==> config.mk <==
export PLATFORM = sky130hd
export DESIGN_NAME = pmic_pwr_ctrl
export DESIGN_NICKNAME = d
export VERILOG_FILES = /design/src/rtl/pmic_pkg.sv /design/src/rtl/alarm2_cmp.sv /design/src/rtl/wake_qual.sv /design/src/rtl/pmic_pwr_ctrl.sv
export SDC_FILE = /design/constraint.sdc
export NUM_CORES = 1
export LEC_CHECK = 0
export ABC_AREA = 1
export CORE_MARGIN = 3
export CORE_UTILIZATION = 25
export CTS_BUF_LIST = sky130_fd_sc_hd__clkbuf_8
export DETAILED_ROUTE_END_ITERATION = 7
export PLACE_DENSITY = 0.58
export SETUP_SLACK_MARGIN = 0.15
export SKIP_CTS_REPAIR_TIMING = 1
export SYNTH_ARGS = -nofsm -noshare
export SYNTH_HDL_FRONTEND = slang
export SYNTH_HIERARCHICAL = 1
export SYNTH_SLANG_ARGS = --single-unit
==> constraint.sdc <==
create_clock -name clk_i -period 2.9 [get_ports clk_i]
set_input_delay 0.29 -clock clk_i [delete_from_list [all_inputs] [get_ports clk_i]]
set_output_delay 0.29 -clock clk_i [all_outputs]
set_load 0.005 [all_outputs]
==> src/rtl/pmic_pkg.sv <==
package pmic_pkg;
  localparam int unsigned ADDR_W    = 8;
  localparam int unsigned DATA_W    = 32;
  localparam int unsigned NUM_FIELD = 6;
  localparam int unsigned FIELD_W   = 8;
  localparam int unsigned TIME_W    = NUM_FIELD * FIELD_W;

  localparam logic [ADDR_W-1:0] ADDR_STS  = 8'h44;
  localparam logic [ADDR_W-1:0] ADDR_ARM  = 8'h48;
  localparam logic [ADDR_W-1:0] ADDR_ALM0 = 8'h80;
  localparam logic [ADDR_W-1:0] ADDR_PWR  = 8'h98;

  localparam int unsigned STS_BIT  = 7;
  localparam int unsigned ARM_BIT  = 4;
  localparam int unsigned HAND_BIT = 16;
  localparam int unsigned POL_LSB  = 4;
  localparam int unsigned WSTS_LSB = 8;
endpackage

==> src/rtl/alarm2_cmp.sv <==
module alarm2_cmp
  import pmic_pkg::*;
(
  input  logic              clk_i,
  input  logic              rst_ni,
  input  logic              wr_en_i,
  input  logic [ADDR_W-1:0] addr_i,
  input  logic [7:0]        wbyte_i,
  input  logic [TIME_W-1:0] time_i,
  output logic [TIME_W-1:0] alm_o,
  output logic              hit_o,
  output logic              match_o,
  output logic              match_q_o
);
  logic [NUM_FIELD-1:0] field_eq;

  for (genvar f = 0; f < NUM_FIELD; f++) begin : g_field
    localparam logic [ADDR_W-1:0] FADDR = ADDR_ALM0 + ADDR_W'(4 * f);
    logic [FIELD_W-1:0] fld_q;
    always_ff @(posedge clk_i or negedge rst_ni) begin
      if (!rst_ni)                          fld_q <= '0;
      else if (wr_en_i && addr_i == FADDR)  fld_q <= wbyte_i;
    end
    assign alm_o[f*FIELD_W +: FIELD_W] = fld_q;
    assign field_eq[f] = (fld_q == time_i[f*FIELD_W +: FIELD_W]);
  end

  assign hit_o   = (addr_i >= ADDR_ALM0) && (addr_i < ADDR_ALM0 + ADDR_W'(4 * NUM_FIELD))
                   && (addr_i[1:0] == 2'b00);
  assign match_o = &field_eq;

  // starts high so an all-zero time at reset is not seen as a new match
  always_ff @(posedge clk_i or negedge rst_ni) begin
    if (!rst_ni) match_q_o <= 1'b1;
    else         match_q_o <= match_o;
  end
endmodule

==> src/rtl/wake_qual.sv <==
module wake_qual #(
  parameter int unsigned NUM_WAKE     = 4,
  parameter int unsigned SYNC_STAGES  = 2,
  parameter int unsigned STABLE_TICKS = 4
) (
  input  logic                clk_i,
  input  logic                rst_ni,
  input  logic                tick_i,
  input  logic [NUM_WAKE-1:0] wake_i,
  output logic [NUM_WAKE-1:0] filt_o
);
  localparam int unsigned CNT_W = $clog2(STABLE_TICKS + 1);

  for (genvar p = 0; p < NUM_WAKE; p++) begin : g_pin
    logic [SYNC_STAGES-1:0] sync_q;
    logic                   last_q;
    logic [CNT_W-1:0]       cnt_q;
    logic                   filt_q;

    always_ff @(posedge clk_i or negedge rst_ni) begin
      if (!rst_ni) sync_q <= '0;
      else         sync_q <= {sync_q[SYNC_STAGES-2:0], wake_i[p]};
    end

    always_ff @(posedge clk_i or negedge rst_ni) begin
      if (!rst_ni) begin
        last_q <= 1'b0;
        cnt_q  <= '0;
        filt_q <= 1'b0;
      end else if (sync_q[SYNC_STAGES-1] != last_q) begin
        last_q <= sync_q[SYNC_STAGES-1];
        cnt_q  <= '0;
      end else if (tick_i && cnt_q != CNT_W'(STABLE_TICKS)) begin
        cnt_q <= cnt_q + 1'b1;
        if (cnt_q == CNT_W'(STABLE_TICKS - 1)) filt_q <= last_q;
      end
    end
    assign filt_o[p] = filt_q;
  end
endmodule

==> src/rtl/pmic_pwr_ctrl.sv <==
module pmic_pwr_ctrl
  import pmic_pkg::*;
#(
  parameter int unsigned NUM_WAKE     = 4,
  parameter int unsigned SYNC_STAGES  = 2,
  parameter int unsigned STABLE_TICKS = 4
) (
  input  logic              clk_i,
  input  logic              rst_ni,
  input  logic              tick_i,
  input  logic [47:0]       time_i,
  input  logic              wr_en_i,
  input  logic [7:0]        addr_i,
  input  logic [31:0]       wdata_i,
  output logic [31:0]       rdata_o,
  input  logic [3:0]        wake_i,
  output logic              pmic_power_en_o,
  output logic              alarm2_sts_o,
  output logic              irq_o
);
  logic [TIME_W-1:0]   alm;
  logic                alm_hit, match, match_q;
  logic [NUM_WAKE-1:0] filt, active, act_q, wake_evt;
  logic [NUM_WAKE-1:0] en_q, pol_q, wsts_q;
  logic                arm_q, hand_q, sts_q, pwr_q, fire;
  logic                wr_sts, wr_arm, wr_pwr;

  alarm2_cmp u_cmp (
    .clk_i, .rst_ni, .wr_en_i, .addr_i,
    .wbyte_i   (wdata_i[7:0]),
    .time_i,
    .alm_o     (alm),
    .hit_o     (alm_hit),
    .match_o   (match),
    .match_q_o (match_q)
  );

  wake_qual #(
    .NUM_WAKE(NUM_WAKE), .SYNC_STAGES(SYNC_STAGES), .STABLE_TICKS(STABLE_TICKS)
  ) u_wake (
    .clk_i, .rst_ni, .tick_i, .wake_i,
    .filt_o (filt)
  );

  assign wr_sts   = wr_en_i && addr_i == ADDR_STS;
  assign wr_arm   = wr_en_i && addr_i == ADDR_ARM;
  assign wr_pwr   = wr_en_i && addr_i == ADDR_PWR;
  assign fire     = match && !match_q && arm_q;
  // polarity 1 = active low
  assign active   = en_q & (filt ^ pol_q);
  assign wake_evt = active & ~act_q;

  always_ff @(posedge clk_i or negedge rst_ni) begin
    if (!rst_ni) begin
      en_q   <= '0;
      pol_q  <= '1;
      hand_q <= 1'b0;
      arm_q  <= 1'b0;
      act_q  <= '0;
    end else begin
      act_q <= active;
      if (wr_arm) arm_q <= wdata_i[ARM_BIT];
      if (wr_pwr) begin
        en_q   <= wdata_i[NUM_WAKE-1:0];
        pol_q  <= wdata_i[POL_LSB +: NUM_WAKE];
        hand_q <= wdata_i[HAND_BIT];
      end
    end
  end

  always_ff @(posedge clk_i or negedge rst_ni) begin
    if (!rst_ni) begin
      sts_q  <= 1'b0;
      wsts_q <= '0;
      pwr_q  <= 1'b1;
    end else begin
      if (fire)                          sts_q <= 1'b1;
      else if (wr_sts && wdata_i[STS_BIT]) sts_q <= 1'b0;
      wsts_q <= (wsts_q & ~(wr_pwr ? wdata_i[WSTS_LSB +: NUM_WAKE] : '0)) | wake_evt;
      if (|wake_evt)         pwr_q <= 1'b1;
      else if (fire && hand_q) pwr_q <= 1'b0;
    end
  end

  always_comb begin
    rdata_o = '0;
    if (alm_hit) begin
      rdata_o[7:0] = alm[((addr_i - ADDR_ALM0) >> 2) * FIELD_W +: FIELD_W];
    end else begin
      unique case (addr_i)
        ADDR_STS: rdata_o[STS_BIT] = sts_q;
        ADDR_ARM: rdata_o[ARM_BIT] = arm_q;
        ADDR_PWR: begin
          rdata_o[NUM_WAKE-1:0]           = en_q;
          rdata_o[POL_LSB +: NUM_WAKE]    = pol_q;
          rdata_o[WSTS_LSB +: NUM_WAKE]   = wsts_q;
          rdata_o[HAND_BIT]               = hand_q;
        end
        default: rdata_o = '0;
      endcase
    end
  end

  assign pmic_power_en_o = pwr_q;
  assign alarm2_sts_o    = sts_q;
  assign irq_o           = sts_q && arm_q;
endmodule

## Yosys cells after proc, flatten, opt, wreduce, memory -nomap -nowiden

Cells that the tools add are included.
W data, S select, Z words.

| cells by class | value |
|---|---|
| equality and inequality tests | 27 |
| $lt $le $gt $ge | 2 |
| multiplexer cells | 21 |
| shift operators | 1 |
| reductions and logical operators | 34 |
| bitwise gates (word level) | 11 |
| $add $sub $neg | 5 |

Operators by type and width:

| cell | count |
|---|---|
| $eq A8 B8 Y1 const B | 7 |
| $eq A8 B8 Y1 | 6 |
| $shiftx A48 B33 Y8 | 1 |
| $mux W3 | 8 |
| $logic_and A1 B1 Y1 | 20 |
| $eq A8 B7 Y1 const B | 2 |
| $add A3 B1 Y3 const B | 4 |
| $and A4 B4 Y4 | 3 |
| $eq A3 B2 Y1 const B | 4 |
| $mux W4 | 3 |
| $ne A3 B3 Y1 const B | 4 |
| $reduce_and A3 Y1 | 4 |
| $reduce_bool A2 Y1 | 6 |
| $mux W9 | 1 |
| $sub A8 B8 Y9 const B | 1 |
| $ge A8 B8 Y1 const B | 1 |
| $lt A8 B8 Y1 const B | 1 |
| $mux W8 | 1 |
| $not A4 Y4 | 2 |
| $reduce_and A6 Y1 | 1 |
| $mux W1 | 5 |
| $ne A1 B1 Y1 | 4 |
| $not A1 Y1 | 4 |
| $or A4 B4 Y4 | 1 |
| other kinds (6) | 7 |

| word-level totals | value |
|---|---|
| flip-flop bits (word level) | 97 |
| output and inout bits | 35 |
| word-level logic and storage cells | 132 |
| input port bits | 96 |

## Depth between registers and ports, before layout

| logic depth | value |
|---|---|
| depth after elaboration | 7 |
| mapped depth | 12 |
| gate-level depth less buffers | 12 |

## Hierarchy

Netlist, hierarchy kept.

Modules (own cells, without submodules):

| module | times used | cells an instance | area each (um^2) |
|---|---|---|---|
| alarm2_cmp | 1 | 304 | 2563.7 |
| pmic_pwr_ctrl | 1 | 327 | 1854.3 |
| wake_qual | 1 | 142 | 1306.3 |

## Least setup slack after synthesis

OpenSTA, ideal clock, no wires.

| timing | value |
|---|---|
| path kind | input to output |
| start point | in addr_i[3] |
| end point | out rdata_o[0] |
| slack | 1.350 ns |
| data arrival time | 1.260 ns |
| stages on the path | 7 |
| path buffers | 0 |
| cell sequence | inv_1 -> o21ai_0 -> nor2_1 -> inv_1 -> nor2_1 -> nand2_1 -> nand2_1 |

| between the ends | value |
|---|---|
| longest elaborated chain between the ends | 4 |
| elaborated cells on any way between the ends | 9 |
| those cells by class | add/sub (1); order compare (2); eq/ne (1); shift (1); mux (2); reduce/logical (2) |

RTL lines:

| item | RTL line | RTL |
|---|---|---|
| from (decl) | pmic_pwr_ctrl.sv:13 | `input logic [7:0] addr_i,` |
| $ge A8 B8 Y1 or $lt A8 B8 Y1 (tied branches) | alarm2_cmp.sv:28 | `assign hit_o = (addr_i >= ADDR_ALM0) && (addr_i < ADDR_ALM0 + ADDR_W'(4 * NUM_FIELD))` |
| $logic_and A1 B1 Y1 * | alarm2_cmp.sv:28 |  |
| $logic_and A1 B1 Y1 * | alarm2_cmp.sv:29 | `&& (addr_i[1:0] == 2'b00);` |
| named net alm_hit | pmic_pwr_ctrl.sv:22 | `logic alm_hit, match, match_q;` |
| $mux W8 * | pmic_pwr_ctrl.sv:87 | `if (alm_hit) begin` |
| to (decl) | pmic_pwr_ctrl.sv:15 | `output logic [31:0] rdata_o,` |

Mark *: on every way through the listed nets, which the timed path passes. The rest lies on a longest branch.

## Worst setup path in the final report

| timing | value |
|---|---|
| start point | in addr_i[1] |
| end point | out rdata_o[5] |

| between the ends | value |
|---|---|
| longest elaborated chain between the ends | 4 |
| elaborated cells on any way between the ends | 10 |
| those cells by class | add/sub (1); order compare (2); eq/ne (1); shift (1); mux (2); reduce/logical (3) |

RTL lines:

| item | RTL line |
|---|---|
| $ge A8 B8 Y1 or $lt A8 B8 Y1 (tied branches) | alarm2_cmp.sv:28 |
| $logic_and A1 B1 Y1 | alarm2_cmp.sv:28 |
| $logic_and A1 B1 Y1 * | alarm2_cmp.sv:29 |
| named net alm_hit | pmic_pwr_ctrl.sv:22 |
| $mux W8 * | pmic_pwr_ctrl.sv:87 |

Marked as above.

==> run summary <==
The flow ran to the end, and the final reports show no timing, DRC or antenna violations. The floorplan step set the die width to 157 microns. The final layout contains 971 nets. Via count of the first global-routing pass: 4,647.

The initialized floorplan defines 54 standard-cell rows. The maximum clock frequency came out at 385 MHz. The total global routing track utilization is 0.127. Area after detailed placement: 6830 sq um.

During I/O placement, the number of pins put on the boundary was 131. For this run, the slowest stage of the critical path takes 0.52 ns. The wire-length estimate of the detail-placed layout is 11.8 mm. Synthesis instantiated 30 different standard cells from the library. The post-route minimum period was 2.60 ns; the count of non-filler cells in the finished layout was 1,148. The vertical extent of the die was 157 microns; the placeable core region was 22,200 sq um.

Counting along the longest clock path gives a buffer depth of 2. The fraction of final layout cells sized beyond drive strength 1 is 0.0668. The first global-routing pass estimated 24.2 mm of wire. At the end of routability-driven placement, the weighted congestion stood at 0.858. For the utilization after layout, the log shows 0.319. TritonCTS built the clock tree.

For the setup clock skew after layout, the log shows 0.00523 ns. The run gives 97 as the TritonCTS sink count. The critical path goes through clkdlybuf4s50_1 -> nor2_2 -> o21ai_0 -> nor2_1 -> inv_1 -> nor2_1 -> buf_4 -> nand2_1 -> nand2_1 -> clkdlybuf4s50_1.

The largest fanout on the critical path was 8; the register area share after synthesis was 0.425. The synthesized design contains 0 enable-type register cells. Input and output buffers added on the ports amount to 92. After detailed routing, the number of vias per cell comes to 4.15. The final hold violation count was 0; the filler cell count in the final layout was 2,402. The number of pins exceeding their max-slew limit in the final report is 0, and the area growth from synthesis to final layout is 23.5%. The die covers 24,700 sq um.

The tools report the launching element type of the critical path as a primary input. The synthesized netlist occupies a cell area of 5720 sq um. The design area was 7070 sq um. The logs give 0.602 for the tightest slew margin relative to the limit and 2.61 ns for the data required time at the worst endpoint. Dividing total power by cell area gives a power density of 430 nW/um^2. The min-delay analysis places its worst path in the category in -> async. Clock-pin slew was measured on the worst setup and hold paths at 0.09 ns.

The logs give 0 for the number of antenna violations at the first check in global routing and 15.3 mm for the aggregate routed wire length. The number of clock buffers added by TritonCTS is 9. The synthesized area per cell works out to 7.41 sq um. For this run, the number of Yosys warnings is 6. Once placement completed, the tool counted placed cells totaling 1,131. For the initial core utilization, the log shows 0.258. In the layout the commonest cells are 282 x sky130_fd_sc_hd__nand2_1, 114 x sky130_fd_sc_hd__inv_1, 91 x sky130_fd_sc_hd__dfrtp_1.

The logs give 0 for the count of endpoints failing setup in the final report and 2.31 ns for the critical path data arrival time. Setup repair after global routing could not meet its margin everywhere. In this run the remaining antenna-violating nets after routing total 0.

The gate count after technology mapping came out at 773. The number of H-tree levels is 3, and the total overflow reported by the global router is 0. The category of the most critical setup path is in -> out.

Clock latency on the worst-skew pair, taken at its later pin, is 0.38 ns. The tools report the leakage power as 0.00341 uW. The cell sitting at the root of the clock tree is a sky130_fd_sc_hd__clkbuf_8.

The flip-flop cell with the highest count after synthesis was sky130_fd_sc_hd__dfrtp_1. The tools report the capturing element type of the critical path as an output pin. The most common library cell in the layout ignoring fill and taps is sky130_fd_sc_hd__nand2_1. At the pin with the least slew margin, the transition time is 0.595 ns. In the final routed layout, each cell accounts on average for 13.3 microns. The tools report the critical register-to-register path startpoint as u_cmp/g_field[1].fld_q[1]. The tool flagged a number of max-cap violations equal to 0. Tracing the worst setup path back leads to its startpoint at addr_i[1]. The largest individual stage delay along the critical path comes from the cell sky130_fd_sc_hd__clkdlybuf4s50_1. Counting flops and latches in the post-synthesis netlist gives 97. The largest net degree at the start of global routing came out at 86.

For the final routed database, the setup TNS stands at 0 ns. The final worst-path cycle share is 0.895. The share of async-settable or async-resettable flops after synthesis is 1.00, and the post-route DRC violation count is 0. The pre-antenna-repair detailed-routing pass consisted of 5 iterations.

Via count of the routed design: 4,766. The count of inserted antenna diode cells came out at 0. Across the VDD grid, the largest voltage drop is 0.000329 V. After the first detailed-routing iteration, the DRC count stood at 273.
## final cells by class
class                   instances  area, sq um  share of cell area
clock buffers                  12          165              0.0234
clock inverters                 4         51.3             0.00726
inverters                     117          444              0.0628
multi-input cells             536         2610               0.369
flip-flops and latches         97         2430               0.344
well taps                     280          350              0.0495
repair buffers                102         1010               0.144
## worst max-delay path, delay by kind of cell
family / cells / cell delay [ns]
buffers and inverters: 4 / 1.20
AND/OR/NAND/NOR: 5 / 0.67
AO/OA/AOI/OAI: 1 / 0.14
## synthesized netlist by cell type (4+ instances only)
cell type,instances,share of area
sky130_fd_sc_hd__nand2_1,282,0.18
sky130_fd_sc_hd__buf_2,5,0.0044
sky130_fd_sc_hd__clkbuf_1,4,0.0026
sky130_fd_sc_hd__xnor2_1,43,0.066
sky130_fd_sc_hd__o21ai_1,31,0.027
sky130_fd_sc_hd__nor2_1,54,0.035
sky130_fd_sc_hd__nand4_1,10,0.011
sky130_fd_sc_hd__o21ai_2,4,0.0061
sky130_fd_sc_hd__buf_4,24,0.031
sky130_fd_sc_hd__buf_6,8,0.016
sky130_fd_sc_hd__dfrtp_1,91,0.40
sky130_fd_sc_hd__dfstp_2,6,0.028
sky130_fd_sc_hd__ha_1,12,0.026
sky130_fd_sc_hd__nand3_1,29,0.025
sky130_fd_sc_hd__a21oi_2,4,0.0061
sky130_fd_sc_hd__a21oi_1,19,0.017
sky130_fd_sc_hd__inv_1,114,0.075
sky130_fd_sc_hd__nor2_4,4,0.0079
sky130_fd_sc_hd__o21ai_0,13,0.011
## sequential cells by signal, summed over array words and instances, names as in the netlist
name                 flops
act_q                    4
alarm2_sts_o             1
arm_q                    1
en_q                     4
hand_q                   1
pmic_power_en_o          1
pol_q                    4
u_cmp/g_field.fld_q     48
u_cmp/match_q_o          1
u_wake/g_pin.cnt_q      12
u_wake/g_pin.filt_q      4
u_wake/g_pin.last_q      4
u_wake/g_pin.sync_q      8
wsts_q                   4
## cell families (layout without fill, tap and decap cells)
group	Yosys count	count (layout)	share of synthesized area
xor gates and xnor gates	44	44	0.0673
other	1	19	0.000655
buffers and inverters	158	235	0.132
DFF	97	97	0.425
AOI/OAI and AO/OA	71	71	0.0673
adders and majority gates	12	12	0.0262
and+or+nand+nor	390	390	0.281
## per-stage QoR
| step | setup slack, ns | hold slack [ns] | power (uW) |
|---|---|---|---|
| 4_1_cts | 0.175 | -0.283 | 3090 |
| 5_1_grt | 0.146 | 0.273 | 3230 |
| 3_3_place_gp | 0.211 | 0.148 | 2100 |
| 3_5_place_dp | 0.185 | 0.150 | 2110 |
| 2_1_floorplan | 1.35 | -0.00559 | 1890 |
| 6_report | 0.305 | 0.277 | 3040 |
## power by group
group          internal (uW)  switching [uW]  total [uW]
Combinational            254             291         545
Clock                    470             486         955
Sequential              1450            85.0        1540
Total                   2180             862        3040
## path summary, 6_finish.rpt
kind                                              to  slack [ns]  depth (start not counted)
max                                       rdata_o[5]        0.30                         10
min                        u_wake/g_pin[0].sync_q[0]        0.28                          2
max reg2reg                          pmic_power_en_o        1.05                         10
min reg2reg                u_wake/g_pin[0].sync_q[1]        0.35                          0
max in group asynchronous                   pol_q[1]        1.90                          3
min in group clk_i         u_wake/g_pin[0].sync_q[0]        0.34                          1
## metal layers
metal	vias to the layer above	wire, microns	global-route usage
li1	2482	-	-
met1	2146	6850	0.161
met2	119	7390	0.217
met3	19	846	0.0300
met4	0	232	0.0306
met5	-	0	0
No activity file was read; power rests on OpenSTA's default activity.
